===== config.mk =====
export PLATFORM = sky130hd
export DESIGN_NAME = ssp_sync_port
export DESIGN_NICKNAME = d
export VERILOG_FILES = /design/src/rtl/ssp_pkg.sv /design/src/rtl/ssp_baud.sv /design/src/rtl/ssp_shift.sv /design/src/rtl/ssp_status.sv /design/src/rtl/ssp_sync_port.sv
export SDC_FILE = /design/constraint.sdc
export NUM_CORES = 1
export LEC_CHECK = 0
export BUFFER_PORTS_ARGS = -buffer_cell sky130_fd_sc_hd__buf_2
export CAP_MARGIN = 0
export CORE_MARGIN = 5
export CORE_UTILIZATION = 55
export CTS_BUF_LIST = sky130_fd_sc_hd__clkbuf_8
export DETAILED_ROUTE_END_ITERATION = 12
export PLACE_DENSITY = 0.74
export SETUP_SLACK_MARGIN = 0.1
export SLEW_MARGIN = 30
export SYNTH_ARGS = -nofsm -noshare
export SYNTH_HDL_FRONTEND = slang
export SYNTH_SLANG_ARGS = --single-unit

===== constraint.sdc =====
create_clock -name clk -period 3 [get_ports clk]
set_clock_uncertainty 0.15 [all_clocks]
set_input_delay 0 -clock clk [delete_from_list [all_inputs] [get_ports clk]]
set_output_delay 0 -clock clk [all_outputs]
set_load 0.05 [all_outputs]

===== src/rtl/ssp_pkg.sv =====
package ssp_pkg;
  typedef enum logic [1:0] {
    ADDR_DATA = 2'd0,
    ADDR_STAT = 2'd1,
    ADDR_CTRL = 2'd2,
    ADDR_DIV  = 2'd3
  } ssp_addr_e;

  // control register bit positions
  localparam int CTL_INTCLK = 0;
  localparam int CTL_SLOW   = 1;
  localparam int CTL_TISEL  = 3;
  localparam int CTL_EN     = 6;

  // status register bit positions
  localparam int ST_TBE = 0;
  localparam int ST_RBF = 1;
  localparam int ST_TSC = 2;
  localparam int ST_OE  = 3;
endpackage


===== src/rtl/ssp_baud.sv =====
module ssp_baud #(
  parameter int DIV_W   = 8,
  parameter int PRE_DIV = 4
) (
  input  logic             clk,
  input  logic             rst_n,
  input  logic             run_i,
  input  logic             slow_i,
  input  logic [DIV_W-1:0] reload_i,
  output logic             tick_o
);
  localparam int PRE_W = (PRE_DIV > 1) ? $clog2(PRE_DIV) : 1;

  logic             pre_tick;
  logic [DIV_W-1:0] cnt_q, cnt_d;

  generate
    if (PRE_DIV > 1) begin : g_pre
      logic [PRE_W-1:0] pre_q, pre_d;
      localparam logic [PRE_W-1:0] PRE_MAX = PRE_W'(PRE_DIV - 1);

      assign pre_tick = !slow_i || (pre_q == PRE_MAX);

      always_comb begin
        pre_d = pre_q;
        if (!run_i || !slow_i)  pre_d = '0;
        else if (pre_q == PRE_MAX) pre_d = '0;
        else                    pre_d = pre_q + PRE_W'(1);
      end

      always_ff @(posedge clk or negedge rst_n) begin
        if (!rst_n) pre_q <= '0;
        else        pre_q <= pre_d;
      end
    end else begin : g_nopre
      assign pre_tick = 1'b1;
    end
  endgenerate

  always_comb begin
    cnt_d = cnt_q;
    if (!run_i)                cnt_d = reload_i;
    else if (pre_tick) begin
      if (cnt_q == '0)         cnt_d = reload_i;
      else                     cnt_d = cnt_q - DIV_W'(1);
    end
  end

  always_ff @(posedge clk or negedge rst_n) begin
    if (!rst_n) cnt_q <= '0;
    else        cnt_q <= cnt_d;
  end

  assign tick_o = run_i && pre_tick && (cnt_q == '0);

  // after a tick the counter restarts from a non-zero reload, so no tick follows at once
  assert_tick_spacing_R3: assert property (@(posedge clk) disable iff (!rst_n)
    tick_o && (reload_i != '0) |=> !tick_o)
    else $error("assert_tick_spacing_R3");
endmodule


===== src/rtl/ssp_shift.sv =====
module ssp_shift #(
  parameter int DATA_W = 8
) (
  input  logic              clk,
  input  logic              rst_n,
  input  logic              en_i,
  input  logic              int_clk_i,
  input  logic              tick_i,
  input  logic              ext_fall_i,
  input  logic              ext_rise_i,
  input  logic              pending_i,
  input  logic [DATA_W-1:0] txbuf_i,
  input  logic              rxd_i,
  output logic              run_o,
  output logic              sclk_o,
  output logic              txd_o,
  output logic              load_o,
  output logic              done_o,
  output logic              stop_o,
  output logic              busy_o,
  output logic [DATA_W-1:0] rx_byte_o
);
  localparam int CNT_W = (DATA_W > 1) ? $clog2(DATA_W) : 1;
  localparam logic [CNT_W-1:0] LAST_BIT = CNT_W'(DATA_W - 1);

  logic              active_q, active_d;
  logic              need_load_q, need_load_d;
  logic              sclk_q, sclk_d;
  logic [CNT_W-1:0]  bitcnt_q, bitcnt_d;
  logic [DATA_W-1:0] tx_sr_q, tx_sr_d;
  logic [DATA_W-1:0] rx_sr_q, rx_sr_d;

  logic mode_int, fall, rise, load, shift, sample, done;

  assign mode_int = en_i && int_clk_i;
  assign fall     = mode_int ? (tick_i && sclk_q)  : (en_i && ext_fall_i);
  assign rise     = mode_int ? (tick_i && !sclk_q) : (en_i && ext_rise_i);
  assign load     = fall && ((!active_q && pending_i) || need_load_q);
  assign shift    = fall && active_q && !need_load_q;
  assign sample   = rise && active_q && !need_load_q;
  assign done     = sample && (bitcnt_q == LAST_BIT);

  always_comb begin
    active_d    = active_q;
    need_load_d = need_load_q;
    bitcnt_d    = bitcnt_q;
    tx_sr_d     = tx_sr_q;
    rx_sr_d     = rx_sr_q;
    sclk_d      = sclk_q;

    if (!mode_int)   sclk_d = 1'b1;
    else if (tick_i) sclk_d = !sclk_q;

    if (load) begin
      active_d    = 1'b1;
      need_load_d = 1'b0;
      tx_sr_d     = txbuf_i;
    end else if (shift) begin
      tx_sr_d     = {1'b1, tx_sr_q[DATA_W-1:1]};
    end

    if (sample) begin
      rx_sr_d = {rxd_i, rx_sr_q[DATA_W-1:1]};
      if (done) begin
        bitcnt_d = '0;
        if (pending_i) need_load_d = 1'b1;
        else           active_d    = 1'b0;
      end else begin
        bitcnt_d = bitcnt_q + CNT_W'(1);
      end
    end
  end

  always_ff @(posedge clk or negedge rst_n) begin
    if (!rst_n) begin
      active_q    <= 1'b0;
      need_load_q <= 1'b0;
      sclk_q      <= 1'b1;
      bitcnt_q    <= '0;
      tx_sr_q     <= '1;
      rx_sr_q     <= '0;
    end else begin
      active_q    <= active_d;
      need_load_q <= need_load_d;
      sclk_q      <= sclk_d;
      bitcnt_q    <= bitcnt_d;
      tx_sr_q     <= tx_sr_d;
      rx_sr_q     <= rx_sr_d;
    end
  end

  assign run_o     = mode_int && (active_q || pending_i);
  assign sclk_o    = sclk_q;
  assign txd_o     = tx_sr_q[0];
  assign load_o    = load;
  assign done_o    = done;
  assign stop_o    = done && !pending_i;
  assign busy_o    = active_q;
  assign rx_byte_o = {rxd_i, rx_sr_q[DATA_W-1:1]};

  // an idle engine holds no partial byte
  assert_idle_clean_R2: assert property (@(posedge clk) disable iff (!rst_n)
    !active_q |-> (bitcnt_q == '0) && !need_load_q)
    else $error("assert_idle_clean_R2");

  // a disabled port parks the clock high
  assert_park_high_R9: assert property (@(posedge clk) disable iff (!rst_n)
    !en_i |=> sclk_q)
    else $error("assert_park_high_R9");
endmodule


===== src/rtl/ssp_status.sv =====
module ssp_status #(
  parameter int DATA_W = 8
) (
  input  logic              clk,
  input  logic              rst_n,
  input  logic              buf_wr_i,
  input  logic [DATA_W-1:0] wdata_i,
  input  logic              load_i,
  input  logic              done_i,
  input  logic              stop_i,
  input  logic              busy_i,
  input  logic              rd_data_i,
  input  logic              clr_oe_i,
  input  logic              ti_sel_i,
  input  logic [DATA_W-1:0] rx_byte_i,
  output logic [DATA_W-1:0] tx_buf_o,
  output logic [DATA_W-1:0] rx_buf_o,
  output logic              tbe_o,
  output logic              rbf_o,
  output logic              tsc_o,
  output logic              oe_o,
  output logic              tx_irq_o,
  output logic              rx_irq_o
);
  logic [DATA_W-1:0] tx_buf_q, tx_buf_d;
  logic [DATA_W-1:0] rx_buf_q, rx_buf_d;
  logic tbe_q, tbe_d, rbf_q, rbf_d, tsc_q, tsc_d, oe_q, oe_d;
  logic txi_q, txi_d, rxi_q, rxi_d;

  always_comb begin
    tx_buf_d = tx_buf_q;
    rx_buf_d = rx_buf_q;
    tbe_d    = tbe_q;
    rbf_d    = rbf_q;
    tsc_d    = tsc_q;
    oe_d     = oe_q;

    if (buf_wr_i) tx_buf_d = wdata_i;

    // a write in the load cycle is a new byte: buffer stays full
    if (buf_wr_i)    tbe_d = 1'b0;
    else if (load_i) tbe_d = 1'b1;

    if (load_i)      tsc_d = 1'b0;
    else if (stop_i) tsc_d = 1'b1;

    if (done_i) begin
      rx_buf_d = rx_byte_i;
      rbf_d    = 1'b1;
    end else if (rd_data_i) begin
      rbf_d    = 1'b0;
    end

    if (done_i && rbf_q && !rd_data_i) oe_d = 1'b1;
    else if (clr_oe_i)                 oe_d = 1'b0;

    txi_d = ti_sel_i ? (tsc_d && !tsc_q) : (tbe_d && !tbe_q);
    rxi_d = rbf_d && !rbf_q;
  end

  always_ff @(posedge clk or negedge rst_n) begin
    if (!rst_n) begin
      tx_buf_q <= '0;
      rx_buf_q <= '0;
      tbe_q    <= 1'b1;
      rbf_q    <= 1'b0;
      tsc_q    <= 1'b1;
      oe_q     <= 1'b0;
      txi_q    <= 1'b0;
      rxi_q    <= 1'b0;
    end else begin
      tx_buf_q <= tx_buf_d;
      rx_buf_q <= rx_buf_d;
      tbe_q    <= tbe_d;
      rbf_q    <= rbf_d;
      tsc_q    <= tsc_d;
      oe_q     <= oe_d;
      txi_q    <= txi_d;
      rxi_q    <= rxi_d;
    end
  end

  assign tx_buf_o = tx_buf_q;
  assign rx_buf_o = rx_buf_q;
  assign tbe_o    = tbe_q;
  assign rbf_o    = rbf_q;
  assign tsc_o    = tsc_q;
  assign oe_o     = oe_q;
  assign tx_irq_o = txi_q;
  assign rx_irq_o = rxi_q;

  assert_rx_irq_flag_R6: assert property (@(posedge clk) disable iff (!rst_n)
    rxi_q |-> rbf_q)
    else $error("assert_rx_irq_flag_R6");

  assert_oe_needs_full_R7: assert property (@(posedge clk) disable iff (!rst_n)
    $rose(oe_q) |-> $past(rbf_q))
    else $error("assert_oe_needs_full_R7");

  // the engine's busy state and the shift-complete flag never agree
  assert_tsc_low_busy_R4: assert property (@(posedge clk) disable iff (!rst_n)
    busy_i |-> !tsc_q)
    else $error("assert_tsc_low_busy_R4");

  assert_tx_irq_pulse_R8: assert property (@(posedge clk) disable iff (!rst_n)
    txi_q && ti_sel_i && $stable(ti_sel_i) |-> tsc_q && $past(!tsc_q))
    else $error("assert_tx_irq_pulse_R8");
endmodule


===== src/rtl/ssp_sync_port.sv =====
module ssp_sync_port #(
  parameter int DATA_W      = 8,
  parameter int DIV_W       = 8,
  parameter int PRE_DIV     = 4,
  parameter int SYNC_STAGES = 2
) (
  input  logic        clk,
  input  logic        rst_n,
  input  logic [1:0]  bus_addr,
  input  logic        bus_wr,
  input  logic        bus_rd,
  input  logic [7:0]  bus_wdata,
  output logic [7:0]  bus_rdata,
  output logic        sclk_out,
  output logic        sclk_out_en,
  input  logic        sclk_in,
  output logic        ser_out,
  input  logic        ser_in,
  output logic        tx_irq,
  output logic        rx_irq
);
  import ssp_pkg::*;

  // reset: asserted at once, released on the clock
  logic [1:0] rst_pipe_q;
  logic       rst_sn;
  always_ff @(posedge clk or negedge rst_n) begin
    if (!rst_n) rst_pipe_q <= 2'b00;
    else        rst_pipe_q <= {rst_pipe_q[0], 1'b1};
  end
  assign rst_sn = rst_pipe_q[1];

  // registers
  logic [7:0]       ctrl_q, ctrl_d;
  logic [DIV_W-1:0] div_q, div_d;
  logic wr_data, wr_stat, wr_ctrl, wr_div, rd_data;

  assign wr_data = bus_wr && (bus_addr == ADDR_DATA);
  assign wr_stat = bus_wr && (bus_addr == ADDR_STAT);
  assign wr_ctrl = bus_wr && (bus_addr == ADDR_CTRL);
  assign wr_div  = bus_wr && (bus_addr == ADDR_DIV);
  assign rd_data = bus_rd && (bus_addr == ADDR_DATA);

  always_comb begin
    ctrl_d = ctrl_q;
    div_d  = div_q;
    if (wr_ctrl) ctrl_d = bus_wdata;
    if (wr_div)  div_d  = DIV_W'(bus_wdata);
  end

  always_ff @(posedge clk or negedge rst_sn) begin
    if (!rst_sn) begin
      ctrl_q <= '0;
      div_q  <= '0;
    end else begin
      ctrl_q <= ctrl_d;
      div_q  <= div_d;
    end
  end

  logic en, int_clk, slow, ti_sel;
  assign en      = ctrl_q[CTL_EN];
  assign int_clk = ctrl_q[CTL_INTCLK];
  assign slow    = ctrl_q[CTL_SLOW];
  assign ti_sel  = ctrl_q[CTL_TISEL];

  // external clock synchronizer and edge detect
  logic [SYNC_STAGES-1:0] sync_q, sync_d;
  logic                   ext_prev_q, ext_prev_d;
  logic                   ext_now, ext_fall, ext_rise;

  generate
    if (SYNC_STAGES > 1) begin : g_sync_chain
      assign sync_d = {sync_q[SYNC_STAGES-2:0], sclk_in};
    end else begin : g_sync_one
      assign sync_d = sclk_in;
    end
  endgenerate

  assign ext_now    = sync_q[SYNC_STAGES-1];
  assign ext_prev_d = ext_now;
  assign ext_fall   = ext_prev_q && !ext_now;
  assign ext_rise   = !ext_prev_q && ext_now;

  always_ff @(posedge clk or negedge rst_sn) begin
    if (!rst_sn) begin
      sync_q     <= '1;
      ext_prev_q <= 1'b1;
    end else begin
      sync_q     <= sync_d;
      ext_prev_q <= ext_prev_d;
    end
  end

  // sub-blocks
  logic              run, tick, load, done, stop, busy;
  logic              tbe, rbf, tsc, oe;
  logic [DATA_W-1:0] tx_buf, rx_buf, rx_byte;

  ssp_baud #(.DIV_W(DIV_W), .PRE_DIV(PRE_DIV)) u_baud (
    .clk      (clk),
    .rst_n    (rst_sn),
    .run_i    (run),
    .slow_i   (slow),
    .reload_i (div_q),
    .tick_o   (tick)
  );

  ssp_shift #(.DATA_W(DATA_W)) u_shift (
    .clk        (clk),
    .rst_n      (rst_sn),
    .en_i       (en),
    .int_clk_i  (int_clk),
    .tick_i     (tick),
    .ext_fall_i (ext_fall),
    .ext_rise_i (ext_rise),
    .pending_i  (!tbe),
    .txbuf_i    (tx_buf),
    .rxd_i      (ser_in),
    .run_o      (run),
    .sclk_o     (sclk_out),
    .txd_o      (ser_out),
    .load_o     (load),
    .done_o     (done),
    .stop_o     (stop),
    .busy_o     (busy),
    .rx_byte_o  (rx_byte)
  );

  ssp_status #(.DATA_W(DATA_W)) u_status (
    .clk       (clk),
    .rst_n     (rst_sn),
    .buf_wr_i  (wr_data),
    .wdata_i   (DATA_W'(bus_wdata)),
    .load_i    (load),
    .done_i    (done),
    .stop_i    (stop),
    .busy_i    (busy),
    .rd_data_i (rd_data),
    .clr_oe_i  (wr_stat),
    .ti_sel_i  (ti_sel),
    .rx_byte_i (rx_byte),
    .tx_buf_o  (tx_buf),
    .rx_buf_o  (rx_buf),
    .tbe_o     (tbe),
    .rbf_o     (rbf),
    .tsc_o     (tsc),
    .oe_o      (oe),
    .tx_irq_o  (tx_irq),
    .rx_irq_o  (rx_irq)
  );

  assign sclk_out_en = en && int_clk;

  always_comb begin
    bus_rdata = '0;
    case (bus_addr)
      ADDR_DATA: bus_rdata = 8'(rx_buf);
      ADDR_STAT: begin
        bus_rdata[ST_TBE] = tbe;
        bus_rdata[ST_RBF] = rbf;
        bus_rdata[ST_TSC] = tsc;
        bus_rdata[ST_OE]  = oe;
      end
      ADDR_CTRL: bus_rdata = ctrl_q;
      default:   bus_rdata = 8'(div_q);
    endcase
  end

  // while the clock output is not enabled, the internal clock stays parked high
  assert_ext_parked_R10: assert property (@(posedge clk) disable iff (!rst_sn)
    !sclk_out_en |=> sclk_out)
    else $error("assert_ext_parked_R10");
endmodule


### Word level (Yosys, flattened, before mapping)

Cells that the tools add are included.

* add/sub/neg operators: 3
* eq/ne operators: 7
* multiplexer cells: 31
* reduce and logical (&&, ||, !) cells: 47

Operators with widths (count)
* 8-bit two-way mux: 5
* 1-bit logical AND: 28
* 4-bit case mux with 3 select lines: 2
* 1-bit two-way mux: 21
* 1-bit logical NOT: 11
* 8-bit logical NOT: 1
* 8-bit by 1-bit subtractor with 8-bit output (second input constant): 1
* 2-bit equality test (second input constant): 3
* 1-bit logical OR: 4
* 2-bit two-way mux: 2
* 2-bit nonzero test: 2
* 3-bit by 1-bit adder with 3-bit output (second input constant): 1
* 3-bit equality test (second input constant): 1
* 3-bit two-way mux: 1
* 2-bit by 1-bit adder with 2-bit output (second input constant): 1
* 2-bit by 1-bit equality test with 1-bit output (second input constant): 1
* 2-bit logical NOT: 1
* 2-bit by 1-bit != test with 1-bit output (second input constant): 1
* 2-bit != test (second input constant): 1

* flip-flop bits (word level): 75
* output and inout bits: 13

### Longest topological paths before layout

* depth in word-level cells: 15
* gate-level depth with buffers: 8
* gate-level depth less buffers: 7

### Modules after synthesis

A second synthesis with hierarchy kept.

* cells, all modules: 271
* area, all modules: 3497.1 sq um

By module, submodules not included
* ssp_shift: times used 1, cells each 83, area an instance 1002.2 sq um, sequential area each 536.8 sq um
* ssp_sync_port: times used 1, cells each 63, area an instance 977.2 sq um, sequential area each 529.3 sq um
* ssp_status: times used 1, cells each 52, area an instance 859.6 sq um, sequential area each 553.0 sq um
* ssp_baud: times used 1, cells each 73, area an instance 658.1 sq um, sequential area each 250.2 sq um

### Least setup slack after synthesis

Ideal clock, no wire load.

* kind: reg-to-reg
* start: register u_baud.cnt_q[0]
* end: register u_status.rx_buf_q[0] (netlist: u_status.rx_buf_o[0])
* library setup time: 127 ps
* data arrival time: 1935 ps
* setup slack: 787 ps
* cell stages (with the launch flop): 9
* buffers on the path: 1
* cells stage by stage: dfrtp_1 -> inv_1 -> ha_1 -> or4b_4 -> nor2_4 -> a31o_2 -> and2_1 -> buf_6 -> mux2_1

* word-level cells in the longest chain between the ends: 7

RTL lines
* from (decl): RTL line ssp_baud.sv:15 `logic [DIV_W-1:0] cnt_q, cnt_d;`
* from (signal assigned): RTL line ssp_baud.sv:51 `else cnt_q <= cnt_d;`
* 8-bit logical NOT: RTL line ssp_baud.sv:54 `assign tick_o = run_i && pre_tick && (cnt_q == '0);`
* 1-bit logical AND: RTL line ssp_baud.sv:54
* 1-bit logical AND: RTL line ssp_shift.sv:37 `assign rise = mode_int ? (tick_i && !sclk_q) : (en_i && ext_rise_i);`
* 1-bit two-way mux: RTL line ssp_shift.sv:37
* 1-bit logical AND (2 in a row): RTL line ssp_shift.sv:40 `assign sample = rise && active_q && !need_load_q;`
* 1-bit logical AND: RTL line ssp_shift.sv:41 `assign done = sample && (bitcnt_q == LAST_BIT);`
* to (signal assigned): RTL line ssp_status.sv:73 `rx_buf_q <= rx_buf_d;`
* to (decl): RTL line ssp_status.sv:26 `logic [DATA_W-1:0] rx_buf_q, rx_buf_d;`

No other way between the ends.
A chain may end at the register's enable or synchronous reset.

### Worst setup path after layout

* start: register u_baud.cnt_q[0]
* end: register u_status.rx_buf_q[7] (netlist: u_status.rx_buf_o[7])

Same word-level chain as after synthesis.

==> flow_metrics.py <==
metrics = {
    "cells_and_area": {
        "area_delta_synth_final_pct": 17.4,
        "fin_nets": 329,
        "drive_gt1_frac": 0.403,
        "utilization": 0.656,
        "fin_cells": 390,
        "antenna_cells": 0,
        "postLayoutCellArea_um2": 4090,
    },
    "place": {
        "numPlacedInstances": 358,
        "post-place-ws_ns": 0.523,
        "gp_congestion": 0.847,
        "dp_hpwl_um": 4800,
        "placed_area_um2": 3690,
        "io_buffers": 28,
    },
    "cts": {
        "cts_tree": "yes",
        "cts-htree-levels": 3,
        "cts_root_buffer": "clkbuf_8",
        "cts-resized-gates": 0,
        "clk_path_buf_depth": 2,
        "postCtsSetupBuffers": 0,
        "clock_sinks": 74,
        "postCtsHoldBufs": 16,
        "clk_latency_ns": 0.35,
        "clk_pin_slew_worst_paths_ns": 0.09,
        "cts-buffers-inserted": 9,
    },
    "yosys": {
        "synthCells": 258,
        "synth-edff-count": 0,
        "ys_seq_area_frac": 0.536,
        "syn_area_um2": 3480,
        "yosys_warnings": 0,
        "ys_seq_elements": 74,
        "async_reset_ff_frac": 1.00,
        "syn_area_per_cell_um2": 13.5,
        "synth-main-ff-cell": "dfrtp_1",
        "synth_cell_types": 46,
        "syn-num-nets": 279,
    },
    "min_path": {
        "holdCritPathClass": "reg -> async",
    },
    "worst_setup_path": {
        "start_kind": "flip-flop",
        "ff2ff_setup_slack_ns": 0.49,
        "r2r-end": "u_status.rx_buf_o[7]",
        "r2r-start": "u_baud.cnt_q[0]",
        "worstRegToRegCells": 7,
        "path_class": "reg -> reg",
        "cp_max_fo": 9,
        "end_kind": "flip-flop",
        "crit_required_ns": 3.08,
        "cp.arrival_ns": 2.59,
    },
    "timing": {
        "worst_pin_slew_ns": 0.903,
        "min_period_over_period": 0.837,
        "slew_viol_final": 0,
        "fin_tns_setup_ns": 0,
        "hold_viol": 0,
        "hold_ws_ns": 0.118,
        "fmax_mhz": 398,
        "finalCriticalPeriod_ns": 2.51,
        "slew_headroom": 0.397,
        "finalSetupViolations": 0,
        "rsz0062_at_grt": "no",
        "worst_slack_ns": 0.489,
    },
    "drt": {
        "wire_per_inst_um": 17.8,
        "ant_nets": 0,
        "drc": 0,
        "num_vias": 2224,
        "drt_iter0_drc": 103,
        "via_per_inst": 5.70,
        "wirelength_um": 6930,
        "dr.pass1.iters": 4,
    },
    "floorplan": {
        "fp-row-count": 29,
        "die_y_um": 89.6,
        "die_x_um": 89.6,
        "dieArea_um2": 8030,
        "io_pins": 29,
        "core-area_um2": 6240,
        "start_util": 0.558,
    },
    "grt": {
        "antenna_found_initial": 0,
        "grt_max_degree": 48,
        "overflow": 0,
        "grt_usage": 0.197,
        "grt_pass1_vias": 2338,
        "grt_first_pass_wirelength_um": 11700,
    },
    "power": {
        "comb_power_share": 0.261,
        "pwr-share-clk": 0.291,
        "power_switching_mw": 0.963,
        "swShare": 0.301,
        "p_leak_nw": 1.84,
        "p_int_mw": 2.23,
        "p_per_area_nw_per_um2": 782,
        "ir_worst_vdd_mv": 0.480,
        "sequentialPowerShare": 0.448,
        "p_total_mw": 3.20,
    },
    "outcome": {
        "status": "complete, no violations",
    },
    "run": {
        "maxCapViolCount": 0,
    },
}
==> cells by family (layout without fill, tap and decap cells) <==
| family | count (synthesis) | after routing | synth area share |
|---|---|---|---|
| AOI/OAI and AO/OA | 42 | 42 | 0.0847 |
| xor gates and xnor gates | 1 | 1 | 0.00251 |
| adders and majority gates | 5 | 5 | 0.0180 |
| buffers and inverters | 13 | 68 | 0.0215 |
| DFF | 74 | 74 | 0.536 |
| muxes | 65 | 65 | 0.242 |
| other | 1 | 1 | 0.00108 |
| and+or+nand+nor | 57 | 57 | 0.0934 |
==> routing by layer <==
metal | vias up | part of all wire | track usage
met1 | 1131 | 0.44 | 0.260
li1 | 1034 | - | -
met3 | 12 | 0.043 | 0.0502
met2 | 47 | 0.50 | 0.311
met5 | - | 0 | 0
met4 | 0 | 0.020 | 0.0853
==> layout by cell type (no fill, tap or decap), types with 2 or more instances in the layout <==
master          n
ha_1            5
a211oi_1        2
clkbuf_8        9
a2bb2oi_1       3
and2_1          3
nor3b_1         2
nand3_1         3
inv_1           6
and3_1          2
mux2_2         35
a22o_1          5
nand2_1        15
mux2_1          8
nor3_1          5
bufinv_16       3
nor2_1          9
o211ai_1        2
mux2_4         18
a21oi_1         8
dfrtp_1        59
buf_4           3
mux4_2          4
dfstp_2        14
o21ai_0        14
or3_1           3
o32ai_1         2
nand2b_1        5
dlygate4sd3_1  16
buf_2          28
==> cell usage after synthesis (2+ instances only) <==
cell type | n | area share
nor2_1 | 9 | 0.0097
nand2b_1 | 5 | 0.0090
mux2_1 | 8 | 0.026
a211oi_1 | 2 | 0.0043
o32ai_1 | 2 | 0.0050
nor3_1 | 5 | 0.0072
o21ai_0 | 14 | 0.020
a21oi_1 | 8 | 0.011
a22o_1 | 5 | 0.013
dfrtp_1 | 60 | 0.43
mux4_2 | 4 | 0.026
or3_1 | 3 | 0.0054
clkbuf_1 | 4 | 0.0043
inv_1 | 5 | 0.0054
mux2_4 | 18 | 0.078
a2bb2oi_1 | 3 | 0.0075
and3_1 | 2 | 0.0036
o211ai_1 | 2 | 0.0043
nand3_1 | 3 | 0.0043
mux2_2 | 35 | 0.11
ha_1 | 5 | 0.018
and2_1 | 3 | 0.0054
buf_2 | 2 | 0.0029
dfstp_2 | 14 | 0.11
nand2_1 | 15 | 0.016
nor3b_1 | 2 | 0.0043
==> power by group through the flow <==
stage               logic [mW]  clock network [mW]  registers (mW)
finish                   0.833               0.931            1.43
global route             0.909                1.00            1.46
CTS                      0.840               0.949            1.43
detailed placement       0.816                   0            1.45
global placement         0.786                   0            1.43
floorplan                0.656                   0            1.41
==> state kept, by name, indices dropped and copies added (netlist names) <==
signal / count
u_shift.rx_sr_q: 7
u_status.tbe_o: 1
ctrl_q: 8
u_status.tsc_o: 1
u_status.rx_irq_o: 1
u_status.rbf_o: 1
ext_prev_q: 1
u_shift.tx_sr_q: 8
u_baud.cnt_q: 8
u_shift.busy_o: 1
u_shift.bitcnt_q: 3
u_baud.g_pre.pre_q: 2
u_status.rx_buf_o: 8
u_status.tx_buf_o: 8
sync_q: 2
u_status.tx_irq_o: 1
u_shift.need_load_q: 1
div_q: 8
u_status.oe_o: 1
rst_pipe_q: 2
u_shift.sclk_o: 1
==> worst max path at each step <==
stage | cells after the start | endpoint | slack [ns] | startpoint
after floorplan | 0 | ctrl_q[0] | 0.66 | rst_pipe_q[1]
after global placement | 7 | u_status.rx_buf_o[7] | 0.58 | u_baud.cnt_q[0]
after detailed placement | 7 | u_status.rx_buf_o[7] | 0.52 | u_baud.cnt_q[0]
after CTS | 7 | u_status.rx_buf_o[7] | 0.48 | u_baud.cnt_q[0]
after global routing | 7 | u_status.rx_buf_o[3] | 0.40 | u_baud.cnt_q[0]
final | 7 | u_status.rx_buf_o[7] | 0.49 | u_baud.cnt_q[0]
==> critical path, stage by stage (launching register included) <==
cell and delay (ns):
dfrtp_1 0.40, inv_1 0.11, ha_1 0.14, or4b_4 0.50, nor2_4 0.14, a31o_2 0.20
and2_1 0.38, mux2_1 0.37
==> layout make-up <==
| class | count | area (µm²) |
|---|---|---|
| timing repair buffer | 47 | 323 |
| clock inverter | 7 | 119 |
| tap | 77 | 96.3 |
| sequential | 74 | 1870 |
| clock buffer | 9 | 124 |
| inverter | 5 | 18.8 |
| multi-input combinational | 171 | 1540 |
| fill | 477 | 2150 |
Note: power is estimated with default switching activity, not from simulation.
